### src/rtl/pgtlb.sv
module pgtlb #(
  parameter int ENTRIES = 8,
  localparam int IW = $clog2(ENTRIES)
) (
  input  logic          clk,
  input  logic          rst_n,
  input  logic          lk_valid,
  input  logic [31:0]   lk_va,
  input  logic          wr_en,
  input  logic [2:0]    wr_op,
  input  logic [31:0]   wr_data,
  output logic          rsp_valid,
  output logic          rsp_hit,
  output logic          rsp_miss,
  output logic          rsp_multi,
  output logic [31:0]   rsp_pa,
  output logic          rsp_big,
  output logic [1:0]    rsp_elsz,
  output logic          rsp_mixed,
  output logic [4:0]    irq_status,
  output logic          irq,
  output logic [IW-1:0] lock_base,
  output logic [IW-1:0] victim
);
  localparam logic [2:0] OP_TAG = 3'd0, OP_DATA = 3'd1, OP_LOAD = 3'd2, OP_LOCK = 3'd3,
                         OP_GFL = 3'd4, OP_VFL = 3'd5, OP_CLR = 3'd6, OP_IEN = 3'd7;

  function automatic logic [31:0] size_mask(input logic [1:0] code);
    case (code)
      2'd0:    return 32'hFFF0_0000;
      2'd1:    return 32'hFFFF_0000;
      2'd2:    return 32'hFFFF_F000;
      default: return 32'hFF00_0000;
    endcase
  endfunction

  logic [31:0] tag_q  [ENTRIES];
  logic [31:0] data_q [ENTRIES];
  logic [31:0] stage_tag, stage_data;
  logic [4:0]  irq_en;
  logic [ENTRIES-1:0] lk_hit, fl_hit;

  for (genvar g = 0; g < ENTRIES; g++) begin : g_cmp
    assign lk_hit[g] = tag_q[g][2] && (((tag_q[g] ^ lk_va)   & size_mask(tag_q[g][1:0])) == 32'd0);
    assign fl_hit[g] = tag_q[g][2] && (((tag_q[g] ^ wr_data) & size_mask(tag_q[g][1:0])) == 32'd0);
  end

  logic [IW:0]  hit_cnt;
  logic [31:0]  sel_pa, sel_data;
  always_comb begin
    hit_cnt  = '0;
    sel_pa   = '0;
    sel_data = '0;
    for (int i = 0; i < ENTRIES; i++) begin
      if (lk_hit[i]) begin
        hit_cnt  = hit_cnt + (IW+1)'(1);
        sel_pa   = sel_pa | (data_q[i] & size_mask(tag_q[i][1:0]))
                          | (lk_va & ~size_mask(tag_q[i][1:0]));
        sel_data = sel_data | data_q[i];
      end
    end
  end

  wire is_hit   = lk_valid && (hit_cnt == (IW+1)'(1));
  wire is_miss  = lk_valid && (hit_cnt == '0);
  wire is_multi = lk_valid && (hit_cnt > (IW+1)'(1));
  wire do_op    = wr_en;
  wire [IW-1:0] new_base = wr_data[IW-1:0];
  wire [IW-1:0] new_vict = wr_data[16 +: IW];
  wire [IW-1:0] next_vict = (victim == IW'(ENTRIES-1)) ? lock_base : victim + IW'(1);

  always_ff @(posedge clk or negedge rst_n) begin
    if (!rst_n) begin
      for (int i = 0; i < ENTRIES; i++) begin
        tag_q[i]  <= '0;
        data_q[i] <= '0;
      end
      stage_tag  <= '0;
      stage_data <= '0;
      lock_base  <= '0;
      victim     <= '0;
    end else if (do_op) begin
      case (wr_op)
        OP_TAG:  stage_tag  <= wr_data;
        OP_DATA: stage_data <= wr_data;
        OP_LOAD: begin
          tag_q[victim]  <= stage_tag;
          data_q[victim] <= stage_data;
          victim         <= next_vict;
        end
        OP_LOCK: begin
          lock_base <= new_base;
          victim    <= (new_vict < new_base) ? new_base : new_vict;
        end
        OP_GFL:
          for (int i = 0; i < ENTRIES; i++)
            if (!tag_q[i][3]) tag_q[i][2] <= 1'b0;
        OP_VFL:
          for (int i = 0; i < ENTRIES; i++)
            if (fl_hit[i]) tag_q[i][2] <= 1'b0;
        default: ;
      endcase
    end
  end

  always_ff @(posedge clk or negedge rst_n) begin
    if (!rst_n) begin
      irq_status <= '0;
      irq_en     <= '0;
    end else begin
      irq_status <= ((do_op && wr_op == OP_CLR) ? (irq_status & ~wr_data[4:0]) : irq_status)
                    | {is_multi, 3'b000, is_miss};
      if (do_op && wr_op == OP_IEN) irq_en <= wr_data[4:0];
    end
  end

  assign irq = |(irq_status & irq_en);

  always_ff @(posedge clk or negedge rst_n) begin
    if (!rst_n) begin
      rsp_valid <= 1'b0;
      rsp_hit   <= 1'b0;
      rsp_miss  <= 1'b0;
      rsp_multi <= 1'b0;
      rsp_pa    <= '0;
      rsp_big   <= 1'b0;
      rsp_elsz  <= '0;
      rsp_mixed <= 1'b0;
    end else begin
      rsp_valid <= lk_valid;
      rsp_hit   <= is_hit;
      rsp_miss  <= is_miss;
      rsp_multi <= is_multi;
      rsp_pa    <= is_hit ? sel_pa : 32'd0;
      rsp_big   <= is_hit & sel_data[9];
      rsp_elsz  <= is_hit ? sel_data[8:7] : 2'd0;
      rsp_mixed <= is_hit & sel_data[6];
    end
  end
endmodule

### config.mk
export PLATFORM = sky130hd
export DESIGN_NAME = pgtlb
export DESIGN_NICKNAME = d
export VERILOG_FILES = /design/src/rtl/pgtlb.sv
export SDC_FILE = /design/constraint.sdc
export NUM_CORES = 1
export LEC_CHECK = 0
export BUFFER_PORTS_ARGS = -buffer_cell sky130_fd_sc_hd__buf_4
export CAP_MARGIN = 20
export CORE_ASPECT_RATIO = 1.4
export CORE_UTILIZATION = 65
export DETAILED_ROUTE_END_ITERATION = 10
export PLACE_DENSITY = 0.84
export SYNTH_ARGS = -nofsm -noshare
export SYNTH_HDL_FRONTEND = slang
export SYNTH_SLANG_ARGS = --single-unit
### constraint.sdc
create_clock -name clk -period 18.4 [get_ports clk]
set_clock_uncertainty 0.15 [all_clocks]
set_input_delay 4.6 -clock clk [delete_from_list [all_inputs] [get_ports clk]]
set_output_delay 4.6 -clock clk [all_outputs]
set_load 0.02 [all_outputs]
**Word level (Yosys, flattened, before mapping)**

Cells that the tools add are included.

- Logic and storage cells: 314
- Flip-flop bits (word level): 632

- Reduce and logical (&&, ||, !) cells: 64
- Equality and inequality tests: 41
- $lt $le $gt $ge: 4
- Mux-type cells: 74
- Bitwise gates (word level): 85
- Add/subtract/negate cells: 8

Operators by type and width:

| kind | count |
|---|---|
| bitwise AND 32 bit | 32 |
| two-way mux 32 bit | 18 |
| case mux 24 bit (3 select lines) | 8 |
| bitwise mux 256 bit | 2 |
| logical NOT 32 bit | 16 |
| bitwise XOR 32 bit | 16 |
| OR 32 bit | 15 |
| inverter 32 bit | 8 |
| demux 32 bit (select 3 bit) | 1 |
| two-way mux 10 bit | 8 |
| OR 10 bit | 7 |
| inequality test 2 bit (second input constant) | 16 |
| AND reduction 4 bit | 8 |
| adder 4 x 1 -> 4 bit (second input constant) | 7 |
| two-way mux 4 bit | 7 |
| case mux 1 bit (3 select lines) | 8 |
| logical AND 1 bit | 22 |
| two-way mux 1 bit | 17 |
| equality test 2 x 1 -> 1 bit (second input constant) | 8 |
| equality test 2 bit (second input constant) | 8 |
| logical NOT 2 bit | 8 |
| equality test 3 bit (second input constant) | 5 |
| bitwise AND 5 bit | 2 |
| AND reduction 2 bit | 5 |
| other kinds (21) | 24 |

**Longest topological paths before layout**

- Depth after elaboration: 32
- Gate-level depth with buffers: 32

**Worst setup path before layout**

No wires, ideal clock.

- Kind: input to register
- From: input port lk_va[13]
- To: register rsp_pa[16]
- Path slack: 7459 ps
- Setup time: 137 ps
- Stages on the path: 29
- Required time: 18113 ps
- Data arrival time: 10653 ps
- Path buffers: 4
- Cells stage by stage: buf_2 > buf_1 > xor2_1 > o41ai_1 > o21ai_0 > nor4_1 > clkbuf_1 > ha_1 > o21a_1 > or2_2 > ha_1 > inv_1 > nor3_1 > a21oi_1 > inv_1 > ha_1 > nor2_1 > a21oi_1 > ha_1 > nand4b_1 > o31ai_1 > a21oi_1 > ha_1 > xor3_1 > or4_4 > a211o_1 > nand4_4 > buf_6 > a211oi_2

- Cells in the longest elaborated chain, start to end: 27
- Elaborated cells on any way between the ends: 72

RTL lines:

| what | line | RTL |
|---|---|---|
| start: declaration | 8 | `input logic [31:0] lk_va,` |
| parallel branches: the longest is 26 deep, another holds adder 4 x 1 -> 4 bit | -- |  |
| two-way mux 32 bit (*) | 134 | `rsp_pa <= is_hit ? sel_pa : 32'd0;` |
| end signal: assignment | 134 |  |
| end: declaration | 16 | `output logic [31:0] rsp_pa,` |

Every way passes the cells marked *.
A chain may end at the register's enable or synchronous reset.

**Worst setup path after layout**

- From: input port lk_va[13]
- To: register rsp_pa[27]

The elaborated chain is that of the path after synthesis.

==> out/metrics.csv <==
stage,metric,value,unit
synth,Post-Syn Area,25500,um2
clock_network,post-cts resize count,0,
global_route,initial antenna violation count,3,
route,DRC viols,0,
sta,crit path time final,11870,ps
clock_network,Num CTS Buffers,46,
synth,Synth top area share,47.9,%
setup_path,Worst path max stage delay,690,ps
synth,register area share after synthesis,47.9,%
cells_and_area,nets@finish,2186,
setup_path,Crit path arrival time,12170,ps
clock_network,Root Buffer,clkbuf_16,
pwr,VDD IR max,0.0976,mV
clock_network,H-tree depth,2,
cells_and_area,area grow syn2layout,10.9,%
pwr,leak pwr,12.9,nW
route,DRT met1 WL,27200,um
clock_network,CTS tree,done,
global_route,global-route wire length before repair,111000,um
sta,"Slew Viols, Final",0,
die,core area,38600,um2
synth,cell taking the most area after synthesis,dfrtp_1,
route,routed len/inst,27.4,um
hold_path,Hold WC Path Type,reg2reg,
run_status,status,"complete, no violations",
clock_network,post-CTS setup buffer count,0,
pwr,power density cells,126,nW/um2
global_route,GR Overflow Total,0,
route,vias per std cell,6.68,
sta,endpoints failing setup,0,
cells_and_area,Filler Cells Inserted,2530,
setup_path,peak fanout along the critical path,27,
placed_design,worst slack at placement,6090,ps
die,Ports,123,
die,Die Ht,236,um
cells_and_area,Sequential Area,12200,um2
die,Die ar.,40000,um2
global_route,total track usage,37.2,%
clock_network,Clock Path Buffers,3,
cells_and_area,most frequent cells in the layout,"dfrtp_1, mux2_2, xnor2_1",
clock_network,TritonCTS sink count,488,
die,Initial Utilization,66.0,%
placed_design,DP Area,26700,um2
cells_and_area,"Design Area, Final",28300,um2
synth,"EDFF count, synth",0,
setup_path,most frequent CP cell,ha_1,
synth,Main synth FF type,dfrtp_1,
synth,Mapped Cells,2049,
route,Met3 Wirelength,4700,um
global_route,largest net degree at the start of global routing,126,
sta,relative slew slack,13.2,%
run,Max-Cap Viols,0,
sta,final cycle utilization of the critical path,64.5,%
sta,Slew @ Worst Pin,1290,ps
route,number of DRC markers in iteration 0,1443,
synth,synthesized area per cell,12.4,um2
synth,"Distinct cells, synth",75,
cells_and_area,multi-input logic area,12600,um2
global_route,number of global-route vias before repair,18392,
placed_design,port bufs,119,
sta,minimum hold slack,337,ps
die,Die X-Extent,169,um
sta,fmax,84.2,MHz
setup_path,WP data required,18700,ps
sta,Final WS setup,6530,ps
route,DRT Wirelength,72500,um
route,DRT antenna net count,0,
synth,Post-Syn Nets,2148,
sta,Fin. Hold Viols,0,
placed_design,Final GP Congestion,0.940,
synth,Yosys warnings,0,
route,DR top layer,met5,
cells_and_area,"most common cell after layout, fill and taps aside",dfrtp_1,
setup_path,startpoint types,primary input,
setup_path,Crit. End Element,register,
synth,number of synthesized register bits,488,
setup_path,slowest CP cell,nand4_4,
sta,setup repair after global routing missed its margin,no,
setup_path,Crit Path Class,in2reg,
cells_and_area,share of cells above drive strength 1,34.6,%
synth,"FFs w/ async S/R, synth",100,%
clock_network,clock-pin slew on the worst setup and hold paths,60,ps
die,row count,85,
sta,Final TNS setup,0,ps
placed_design,DPL Wire Length,46600,um
clock_network,worst-skew pair later-pin latency,590,ps
route,met2 WL,35000,um
clock_network,cts hold-fix bufs,0,
route,DR vias,17695,
synth,synth top area cells,"dfrtp_1, mux2_2, xnor2_1, xor2_1, mux2i_1",
route,Initial DRT Pass Iterations,5,
[stage by stage]
stage	utilization (%)	std cells	power [W]
after floorplan	-	2049	0.00227
after global placement	69.1	2560	0.00251
after detailed placement	69.1	2560	0.00258
after CTS	73.2	2644	0.00356
after global routing	73.2	2647	0.00372
final	73.2	2647	0.00358
[flip-flops by register name (all words and copies together), names as in the netlist]
signal	flops
rsp_hit	1
victim	3
rsp_multi	1
stage_tag	24
rsp_pa	32
data_q	192
irq_en	5
rsp_elsz	2
tag_q	192
rsp_big	1
lock_base	3
rsp_miss	1
rsp_valid	1
rsp_mixed	1
irq_status	5
stage_data	24
[synth_stat cells (all sizes together) (4+ instances only)]
cell	instances
a2111oi	4
a211oi	22
a21boi	4
a21oi	26
a221oi	39
a22o	26
a41o	4
a41oi	18
and2	5
and3	4
buf	65
clkbuf	93
dfrtp	488
ha	28
inv	16
mux2	456
mux2i	68
nand2	57
nand2b	5
nand3	23
nand4	25
nor2	27
nor3	32
nor4	46
nor4b	5
o21ai	26
o221ai	4
o22a	4
o22ai	29
o31ai	16
o41ai	8
or2	4
or3	6
xnor2	169
xor2	164
[worst max-delay path: cells and delay by family]
family                   cells  cell delay [ps]
AND/OR/NAND/NOR              8             2310
AO/OA/AOI/OAI                8             2280
adder cells (fa/ha/maj)      5             1510
buffers and inverters        4              820
XOR/XNOR                     2              610
[final timing paths]
path                                 start       endpoint  slack [ps]  cells past startpoint
worst max-delay path             lk_va[13]     rsp_pa[27]        6530                     27
worst min-delay path             irq_en[2]      irq_en[2]         340                      2
worst max register to register  tag_q[205]     rsp_pa[27]       10380                     26
worst min register to register   irq_en[2]      irq_en[2]         340                      2
max in group asynchronous            rst_n     data_q[58]       10950                      4
min in group asynchronous            rst_n  irq_status[1]        3910                      1
[kinds of logic (layout without fill, tap and decap cells)]
logic type,Yosys count,after routing,share of synthesized area (%)
muxes,524,524,22.8
DFF,488,488,47.9
xor gates and xnor gates,335,335,11.7
and+or+nand+nor,252,252,5.81
AOI/OAI and AO/OA,247,247,7.57
buffers and inverters,175,249,2.86
adders and majority gates,28,28,1.37
other,0,2,0
[layout make-up]
cell class / count / area share, %
diodes: 2 / 0.0177
clock buffers: 65 / 4.71
clock inverters: 19 / 0.792
inverters: 17 / 0.226
multi-input cells: 1386 / 44.7
flip-flops and latches: 488 / 43.2
well taps: 522 / 2.31
repair buffers: 148 / 4.03
[power by group]
group / internal [W] / switching [W] / total [W]
Combinational: 0.000487 / 0.000430 / 0.000918
Sequential: 0.00137 / 0.000305 / 0.00167
Clock: 0.000563 / 0.000424 / 0.000987
[metal layers]
metal	GRT usage, %	vias to the layer above
met3	6.68	270
met5	0	-
met2	60.2	766
met4	27.7	2
li1	-	7499
met1	44.4	9158
No activity file was read; power rests on OpenSTA's default activity.
